$ cat src/rtl/ucd_pkg.sv
`timescale 1ns/1ps
package ucd_pkg;
  localparam int DATA_W = 8;

  typedef enum logic [1:0] {
    OP_NONE    = 2'd0,
    OP_PROGRAM = 2'd1,
    OP_ERASE   = 2'd2,
    OP_LOCKOUT = 2'd3
  } op_kind_e;

  typedef enum logic [2:0] {
    S_IDLE,
    S_KEY1,
    S_KEY2,
    S_PDATA,
    S_SETUP,
    S_SKEY1,
    S_SKEY2
  } seq_state_e;

  localparam logic [DATA_W-1:0] KEY_FIRST    = 8'hAA;
  localparam logic [DATA_W-1:0] KEY_SECOND   = 8'h55;
  localparam logic [DATA_W-1:0] CMD_PROGRAM  = 8'hA0;
  localparam logic [DATA_W-1:0] CMD_SETUP    = 8'h80;
  localparam logic [DATA_W-1:0] CMD_ERASE    = 8'h10;
  localparam logic [DATA_W-1:0] CMD_LOCKOUT  = 8'h40;
  localparam logic [DATA_W-1:0] CMD_ID_ENTER = 8'h90;
  localparam logic [DATA_W-1:0] CMD_ID_EXIT  = 8'hF0;
endpackage

$ cat src/rtl/ucd_bus_capture.sv
`timescale 1ns/1ps
module ucd_bus_capture #(
  parameter int ADDR_W = 17
) (
  input  logic                       clk,
  input  logic                       rst_n,
  input  logic                       ce_n,
  input  logic                       we_n,
  input  logic                       oe_n,
  input  logic [ADDR_W-1:0]          addr,
  input  logic [ucd_pkg::DATA_W-1:0] wdata,
  output logic                       ev_valid,
  output logic [ADDR_W-1:0]          ev_addr,
  output logic [ucd_pkg::DATA_W-1:0] ev_data
);
  logic active;
  logic act_q;
  logic inhib_q;
  logic [ADDR_W-1:0]          addr_q;
  logic [ucd_pkg::DATA_W-1:0] data_q;

  // a write lasts while both strobes are low: start = later falling edge,
  // end = earlier rising edge
  assign active = !ce_n && !we_n;

  always_ff @(posedge clk or negedge rst_n) begin
    if (!rst_n) begin
      act_q   <= 1'b0;
      inhib_q <= 1'b0;
      addr_q  <= '0;
      data_q  <= '0;
    end else begin
      act_q <= active;
      if (active && !act_q) begin
        addr_q  <= addr;
        inhib_q <= !oe_n;
      end else if (active && !oe_n) begin
        inhib_q <= 1'b1;
      end
      if (active) data_q <= wdata;
    end
  end

  assign ev_valid = act_q && !active && !inhib_q;
  assign ev_addr  = addr_q;
  assign ev_data  = data_q;
endmodule

$ cat src/rtl/ucd_seq_fsm.sv
`timescale 1ns/1ps
module ucd_seq_fsm #(
  parameter int          ADDR_W        = 17,
  parameter logic [16:0] UNLOCK_ADDR_A = 17'h05555,
  parameter logic [16:0] UNLOCK_ADDR_B = 17'h02AAA
) (
  input  logic                       clk,
  input  logic                       rst_n,
  input  logic                       ev_valid,
  input  logic [ADDR_W-1:0]          ev_addr,
  input  logic [ucd_pkg::DATA_W-1:0] ev_data,
  input  logic                       engine_busy,
  output logic                       op_valid,
  input  logic                       op_ready,
  output ucd_pkg::op_kind_e          op_kind,
  output logic [ADDR_W-1:0]          op_addr,
  output logic [ucd_pkg::DATA_W-1:0] op_data,
  output logic                       id_mode
);
  import ucd_pkg::*;

  localparam logic [ADDR_W-1:0] ADDR_A = ADDR_W'(UNLOCK_ADDR_A);
  localparam logic [ADDR_W-1:0] ADDR_B = ADDR_W'(UNLOCK_ADDR_B);

  seq_state_e st_q, st_n;
  logic       id_q, id_n;
  logic       accept;
  logic       launch;
  op_kind_e   kind_n;
  logic       at_a, key_a, key_b;

  assign accept = ev_valid && !engine_busy && !op_valid;
  assign at_a   = (ev_addr == ADDR_A);
  assign key_a  = at_a && (ev_data == KEY_FIRST);
  assign key_b  = (ev_addr == ADDR_B) && (ev_data == KEY_SECOND);

  always_comb begin
    st_n   = st_q;
    id_n   = id_q;
    launch = 1'b0;
    kind_n = OP_NONE;
    if (accept) begin
      st_n = S_IDLE;
      if (st_q != S_PDATA && ev_data == CMD_ID_EXIT) begin
        id_n = 1'b0;
      end else begin
        unique case (st_q)
          S_IDLE:  if (key_a) st_n = S_KEY1;
          S_KEY1:  if (key_b) st_n = S_KEY2;
          S_KEY2: begin
            if (at_a) begin
              if (ev_data == CMD_PROGRAM)       st_n = S_PDATA;
              else if (ev_data == CMD_SETUP)    st_n = S_SETUP;
              else if (ev_data == CMD_ID_ENTER) id_n = 1'b1;
            end
          end
          S_PDATA: begin
            launch = 1'b1;
            kind_n = OP_PROGRAM;
          end
          S_SETUP: if (key_a) st_n = S_SKEY1;
          S_SKEY1: if (key_b) st_n = S_SKEY2;
          S_SKEY2: begin
            if (at_a && ev_data == CMD_ERASE) begin
              launch = 1'b1;
              kind_n = OP_ERASE;
            end else if (at_a && ev_data == CMD_LOCKOUT) begin
              launch = 1'b1;
              kind_n = OP_LOCKOUT;
            end
          end
          default: st_n = S_IDLE;
        endcase
      end
    end
  end

  always_ff @(posedge clk or negedge rst_n) begin
    if (!rst_n) begin
      st_q     <= S_IDLE;
      id_q     <= 1'b0;
      op_valid <= 1'b0;
      op_kind  <= OP_NONE;
      op_addr  <= '0;
      op_data  <= '0;
    end else begin
      st_q <= st_n;
      id_q <= id_n;
      if (launch) begin
        op_valid <= 1'b1;
        op_kind  <= kind_n;
        op_addr  <= ev_addr;
        op_data  <= ev_data;
      end else if (op_valid && op_ready) begin
        op_valid <= 1'b0;
      end
    end
  end

  assign id_mode = id_q;
endmodule

$ cat src/rtl/ucd_id_mux.sv
`timescale 1ns/1ps
module ucd_id_mux #(
  parameter int                         ADDR_W   = 17,
  parameter logic [ucd_pkg::DATA_W-1:0] MFR_CODE = 8'h1F,
  parameter logic [ucd_pkg::DATA_W-1:0] DEV_CODE = 8'h17
) (
  input  logic                       id_mode,
  input  logic                       lock_state,
  input  logic [ADDR_W-1:0]          rd_addr,
  input  logic [ucd_pkg::DATA_W-1:0] array_rdata,
  output logic [ucd_pkg::DATA_W-1:0] rd_data
);
  localparam logic [ADDR_W-1:0] ID_MFR  = ADDR_W'(0);
  localparam logic [ADDR_W-1:0] ID_DEV  = ADDR_W'(1);
  localparam logic [ADDR_W-1:0] ID_LOCK = ADDR_W'(2);

  always_comb begin
    if (!id_mode) begin
      rd_data = array_rdata;
    end else if (rd_addr == ID_MFR) begin
      rd_data = MFR_CODE;
    end else if (rd_addr == ID_DEV) begin
      rd_data = DEV_CODE;
    end else if (rd_addr == ID_LOCK) begin
      rd_data = {{(ucd_pkg::DATA_W-1){1'b0}}, lock_state};
    end else begin
      rd_data = '0;
    end
  end
endmodule

$ cat src/rtl/unlock_cmd_decoder.sv
`timescale 1ns/1ps
module unlock_cmd_decoder #(
  parameter int          ADDR_W        = 17,
  parameter logic [16:0] UNLOCK_ADDR_A = 17'h05555,
  parameter logic [16:0] UNLOCK_ADDR_B = 17'h02AAA,
  parameter logic [7:0]  MFR_CODE      = 8'h1F,
  parameter logic [7:0]  DEV_CODE      = 8'h17
) (
  input  logic              clk,
  input  logic              rst_n,
  input  logic              bus_ce_n,
  input  logic              bus_we_n,
  input  logic              bus_oe_n,
  input  logic [ADDR_W-1:0] bus_addr,
  input  logic [7:0]        bus_wdata,
  input  logic              engine_busy,
  input  logic              lock_state,
  output logic              op_valid,
  input  logic              op_ready,
  output logic [1:0]        op_kind,
  output logic [ADDR_W-1:0] op_addr,
  output logic [7:0]        op_data,
  output logic              id_mode,
  input  logic [ADDR_W-1:0] rd_addr,
  input  logic [7:0]        array_rdata,
  output logic [7:0]        rd_data
);
  logic              ev_valid;
  logic [ADDR_W-1:0] ev_addr;
  logic [7:0]        ev_data;
  ucd_pkg::op_kind_e kind_w;

  ucd_bus_capture #(.ADDR_W(ADDR_W)) cap_i (
    .clk(clk), .rst_n(rst_n),
    .ce_n(bus_ce_n), .we_n(bus_we_n), .oe_n(bus_oe_n),
    .addr(bus_addr), .wdata(bus_wdata),
    .ev_valid(ev_valid), .ev_addr(ev_addr), .ev_data(ev_data)
  );

  ucd_seq_fsm #(
    .ADDR_W(ADDR_W), .UNLOCK_ADDR_A(UNLOCK_ADDR_A), .UNLOCK_ADDR_B(UNLOCK_ADDR_B)
  ) fsm_i (
    .clk(clk), .rst_n(rst_n),
    .ev_valid(ev_valid), .ev_addr(ev_addr), .ev_data(ev_data),
    .engine_busy(engine_busy),
    .op_valid(op_valid), .op_ready(op_ready),
    .op_kind(kind_w), .op_addr(op_addr), .op_data(op_data),
    .id_mode(id_mode)
  );

  assign op_kind = kind_w;

  ucd_id_mux #(.ADDR_W(ADDR_W), .MFR_CODE(MFR_CODE), .DEV_CODE(DEV_CODE)) mux_i (
    .id_mode(id_mode), .lock_state(lock_state), .rd_addr(rd_addr),
    .array_rdata(array_rdata), .rd_data(rd_data)
  );
endmodule

$ cat config.mk
export PLATFORM = sky130hd
export DESIGN_NAME = unlock_cmd_decoder
export DESIGN_NICKNAME = d
export VERILOG_FILES = /design/src/rtl/ucd_pkg.sv /design/src/rtl/ucd_bus_capture.sv /design/src/rtl/ucd_seq_fsm.sv /design/src/rtl/ucd_id_mux.sv /design/src/rtl/unlock_cmd_decoder.sv
export SDC_FILE = /design/constraint.sdc
export NUM_CORES = 1
export LEC_CHECK = 0
export BUFFER_PORTS_ARGS = -buffer_cell sky130_fd_sc_hd__clkbuf_2
export CAP_MARGIN = 20
export CORE_ASPECT_RATIO = 1.5
export CORE_MARGIN = 2
export CORE_UTILIZATION = 30
export CTS_CLUSTER_SIZE = 12
export DETAILED_ROUTE_END_ITERATION = 6
export HOLD_SLACK_MARGIN = 0.03
export PLACE_DENSITY_LB_ADDON = 0.15
export SLEW_MARGIN = 30
export SYNTH_ARGS = -nofsm -noshare
export SYNTH_HDL_FRONTEND = slang
export SYNTH_SLANG_ARGS = --single-unit
$ cat constraint.sdc
create_clock -name clk -period 2 [get_ports clk]
set_input_delay 0.4 -clock clk [delete_from_list [all_inputs] [get_ports clk]]
set_output_delay 0.4 -clock clk [all_outputs]
set_load 0.01 [all_outputs]
==> flow_metrics.env <==
export IMPL_clkSlewWorstSetupHoldPaths_ns=0.05
export IMPL_dp_cells=448
export IMPL_antenna_left=0
export IMPL_drv_slew=0
export IMPL_num_rows=42
export IMPL_power_total_mw=3.27
export IMPL_path_class="flip-flop to flip-flop"
export IMPL_met1Wirelength_um=2830
export IMPL_status="complete, no violations"
export IMPL_required_ns=2.21
export IMPL_dpl_cell_area_um2=3640
export IMPL_numCtsBuffers=9
export IMPL_htreeDepth=3
export IMPL_max_stage_delay_ns=0.41
export IMPL_die_y_um=121
export IMPL_syn_inst=211
export IMPL_arrival_ns=2.19
export IMPL_ioPinCount=95
export IMPL_cp_slowest_cell="o41ai_4"
export IMPL_crit_chain="and4bb_2 -> nand4_1 -> o41ai_4 -> nand2_4 -> buf_12 -> mux2_4"
export IMPL_syn_nets=269
export IMPL_ys_ff_latch=59
export IMPL_max_cap_violations=0
export IMPL_end_kind="flip-flop"
export IMPL_netlist_area_um2=2730
export IMPL_worst_slew_pin_slew_ns=0.425
export IMPL_register_area_um2=1480
export IMPL_skew_ns=0.00772
export IMPL_wl_met2_um=3810
export IMPL_synth_cell_types=44
export IMPL_ys_seq_area_share_pct=54.1
export IMPL_mostFrequentLayoutCells="91 x clkbuf_2, 59 x dfrtp_1, 40 x buf_4"
export IMPL_slew_limit_headroom_pct=71.5
export IMPL_start_util_pct=30.9
export IMPL_via_count=2217
export IMPL_grt_pass1_wl_um=11200
export IMPL_first_pass_iters=4
export IMPL_synth_async_reset_ratio_pct=100
export IMPL_fin_cells=466
export IMPL_dieArea_um2=9900
export IMPL_fin_area_um2=3960
export IMPL_fin_crit_ns=1.98
export IMPL_synth_edff_count=0
export IMPL_ys_flop_type="dfrtp_1"
export IMPL_fillers=873
export IMPL_drtIter0Drc=87
export IMPL_area_growth_synth_to_final_pct=45.1
export IMPL_critPathLaunchType="flip-flop"
export IMPL_yosysWarnings=0
export IMPL_multi_input_area_um2=1210
export IMPL_min_path_type="input pin to asynchronous set/reset pin"
export IMPL_wl_met3_um=363
export IMPL_grt_usage_pct=15.5
export IMPL_grt_max_degree=60
export IMPL_wl_per_cell_um=15.3
export IMPL_gp_congestion=0.814
export IMPL_ir_drop_v=0.000429
export IMPL_grt_pass1_vias=2312
export IMPL_antenna_found_initial=0
export IMPL_coreArea_um2=8830
export IMPL_p_leak_nw=2.06
export IMPL_clock_path_buffers=2
export IMPL_cts_tree="done"
export IMPL_syn_avg_cell_area_um2=12.9
export IMPL_cts_sinks=59
export IMPL_rsz0062_at_grt="true"
export IMPL_fin_util_pct=44.9
export IMPL_clk_latency_ns=0.33
export IMPL_fp_dieW_um=81.9
export IMPL_timing_final_ws_setup_ns=0.0202
export IMPL_dpl_worst_slack_ns=0.0167
export IMPL_port_buffers=94
export IMPL_grt_ovfl_total=0
export IMPL_dp_hpwl_um=5510
export IMPL_finalSetupTns_ns=0
export IMPL_routed_top_layer="met4"
export IMPL_drc_errors=0
export IMPL_fmax_mhz=505
export IMPL_crit_fanout=16
export IMPL_post_route_cells_drive_above_1_share_pct=57.6
export IMPL_drt_total_wl_um=7120
export IMPL_cts_root_buf="clkbuf_16"
export IMPL_power_density_nw_per_um2=825
export IMPL_hold_viol_final=0
export IMPL_setup_viol=0
export IMPL_whs_ns=0.0799
export IMPL_vias_per_cell=4.76
export IMPL_n_antenna_cell=0
export IMPL_post_route_period_util_pct=99.0
export IMPL_final_common_cell="clkbuf_2"
export IMPL_nNetsFinal=410
==> registers in the layout, summed over array words and instances, names as in the netlist <==
signal and count:
cap_i.ev_data 8, cap_i.inhib_q 1, fsm_i.st_q 3, fsm_i.op_kind 2, fsm_i.op_valid 1, cap_i.act_q 1, fsm_i.op_addr 17, fsm_i.op_data 8
fsm_i.id_mode 1, cap_i.ev_addr 17
==> logic make-up after synthesis <==
kind of cell           count (synthesis)  share of synthesized area, %
buffers and inverters                 15                          2.61
AND/OR/NAND/NOR                       68                          16.8
XOR/XNOR                               1                         0.321
multiplexers                          42                          18.8
AO/OA/AOI/OAI                         26                          7.38
flip-flops                            59                          54.1
==> layer usage <==
| layer | track usage (%) | vias to the layer above |
|---|---|---|
| li1 | - | 1066 |
| met1 | 17.6 | 1069 |
| met2 | 27.0 | 73 |
| met3 | 3.94 | 9 |
| met4 | 6.46 | 0 |
| met5 | 0 | - |
==> power by group <==
group	leakage (nW)	switching, mW	internal (mW)	total [mW]
clock network	0.141	0.498	0.926	1.42
logic	1.16	0.224	0.284	0.508
registers	0.764	0.0489	1.29	1.34
==> final cells by class <==
| class | instances | share of cell area (%) |
|---|---|---|
| Tap cell | 110 | 3.47 |
| Timing Repair Buffer | 137 | 21.0 |
| Multi-Input combinational cell | 137 | 30.5 |
| Clock buffer | 13 | 6.82 |
| Inverter | 8 | 0.758 |
| Sequential cell | 59 | 37.3 |
| Clock inverter | 2 | 0.253 |
==> critical path, delay by kind of cell, from the launching register on <==
kind                   cells  cell delay [ns]
flip-flops                 1             0.37
buffers and inverters      1             0.18
AO/OA/AOI/OAI              1             0.41
AND/OR/NAND/NOR            3             0.60
multiplexers               1             0.30
==> final timing paths <==
check	slack [ns]	from	depth (start not counted)	endpoint
setup / recovery	0.02	cap_i.ev_addr[9]	6	fsm_i.op_addr[13]
hold / removal	0.08	rst_n	2	fsm_i.op_addr[11]
hold reg to reg	0.50	cap_i.ev_addr[16]	1	fsm_i.op_addr[16]
max in group asynchronous	1.66	rst_n	2	fsm_i.op_addr[2]
min in group clk	0.25	op_ready	2	fsm_i.op_valid
setup reg to reg	0.02	cap_i.ev_addr[9]	6	fsm_i.op_addr[13]
==> Yosys cell counts, types with 2 or more instances <==
library cell / number / area (um2)
nor4b_1: 3 / 26.3
nand3_1: 4 / 20.0
and4bb_2: 3 / 37.5
mux2_2: 31 / 349
o22ai_1: 2 / 12.5
nor4bb_1: 2 / 20.0
dfrtp_1: 59 / 1480
nand2b_1: 3 / 18.8
clkbuf_1: 4 / 15.0
nor3_1: 4 / 20.0
nor2b_1: 4 / 25.0
mux2_4: 11 / 165
nand2_1: 12 / 45.0
nor2_1: 10 / 37.5
nor4_1: 4 / 25.0
nand4_1: 5 / 31.3
a22o_1: 8 / 70.1
o21ai_0: 7 / 35.0
inv_1: 8 / 30.0
and4b_1: 2 / 20.0
buf_6: 2 / 22.5
==> timing repair <==
action,in CTS,in global routing
hold buffers,0,0
endpoints found under the setup margin,4,21
gates resized for setup,3,5
pin swaps,0,0
buffers inserted,1,2
(Power assumes the default switching activity.)
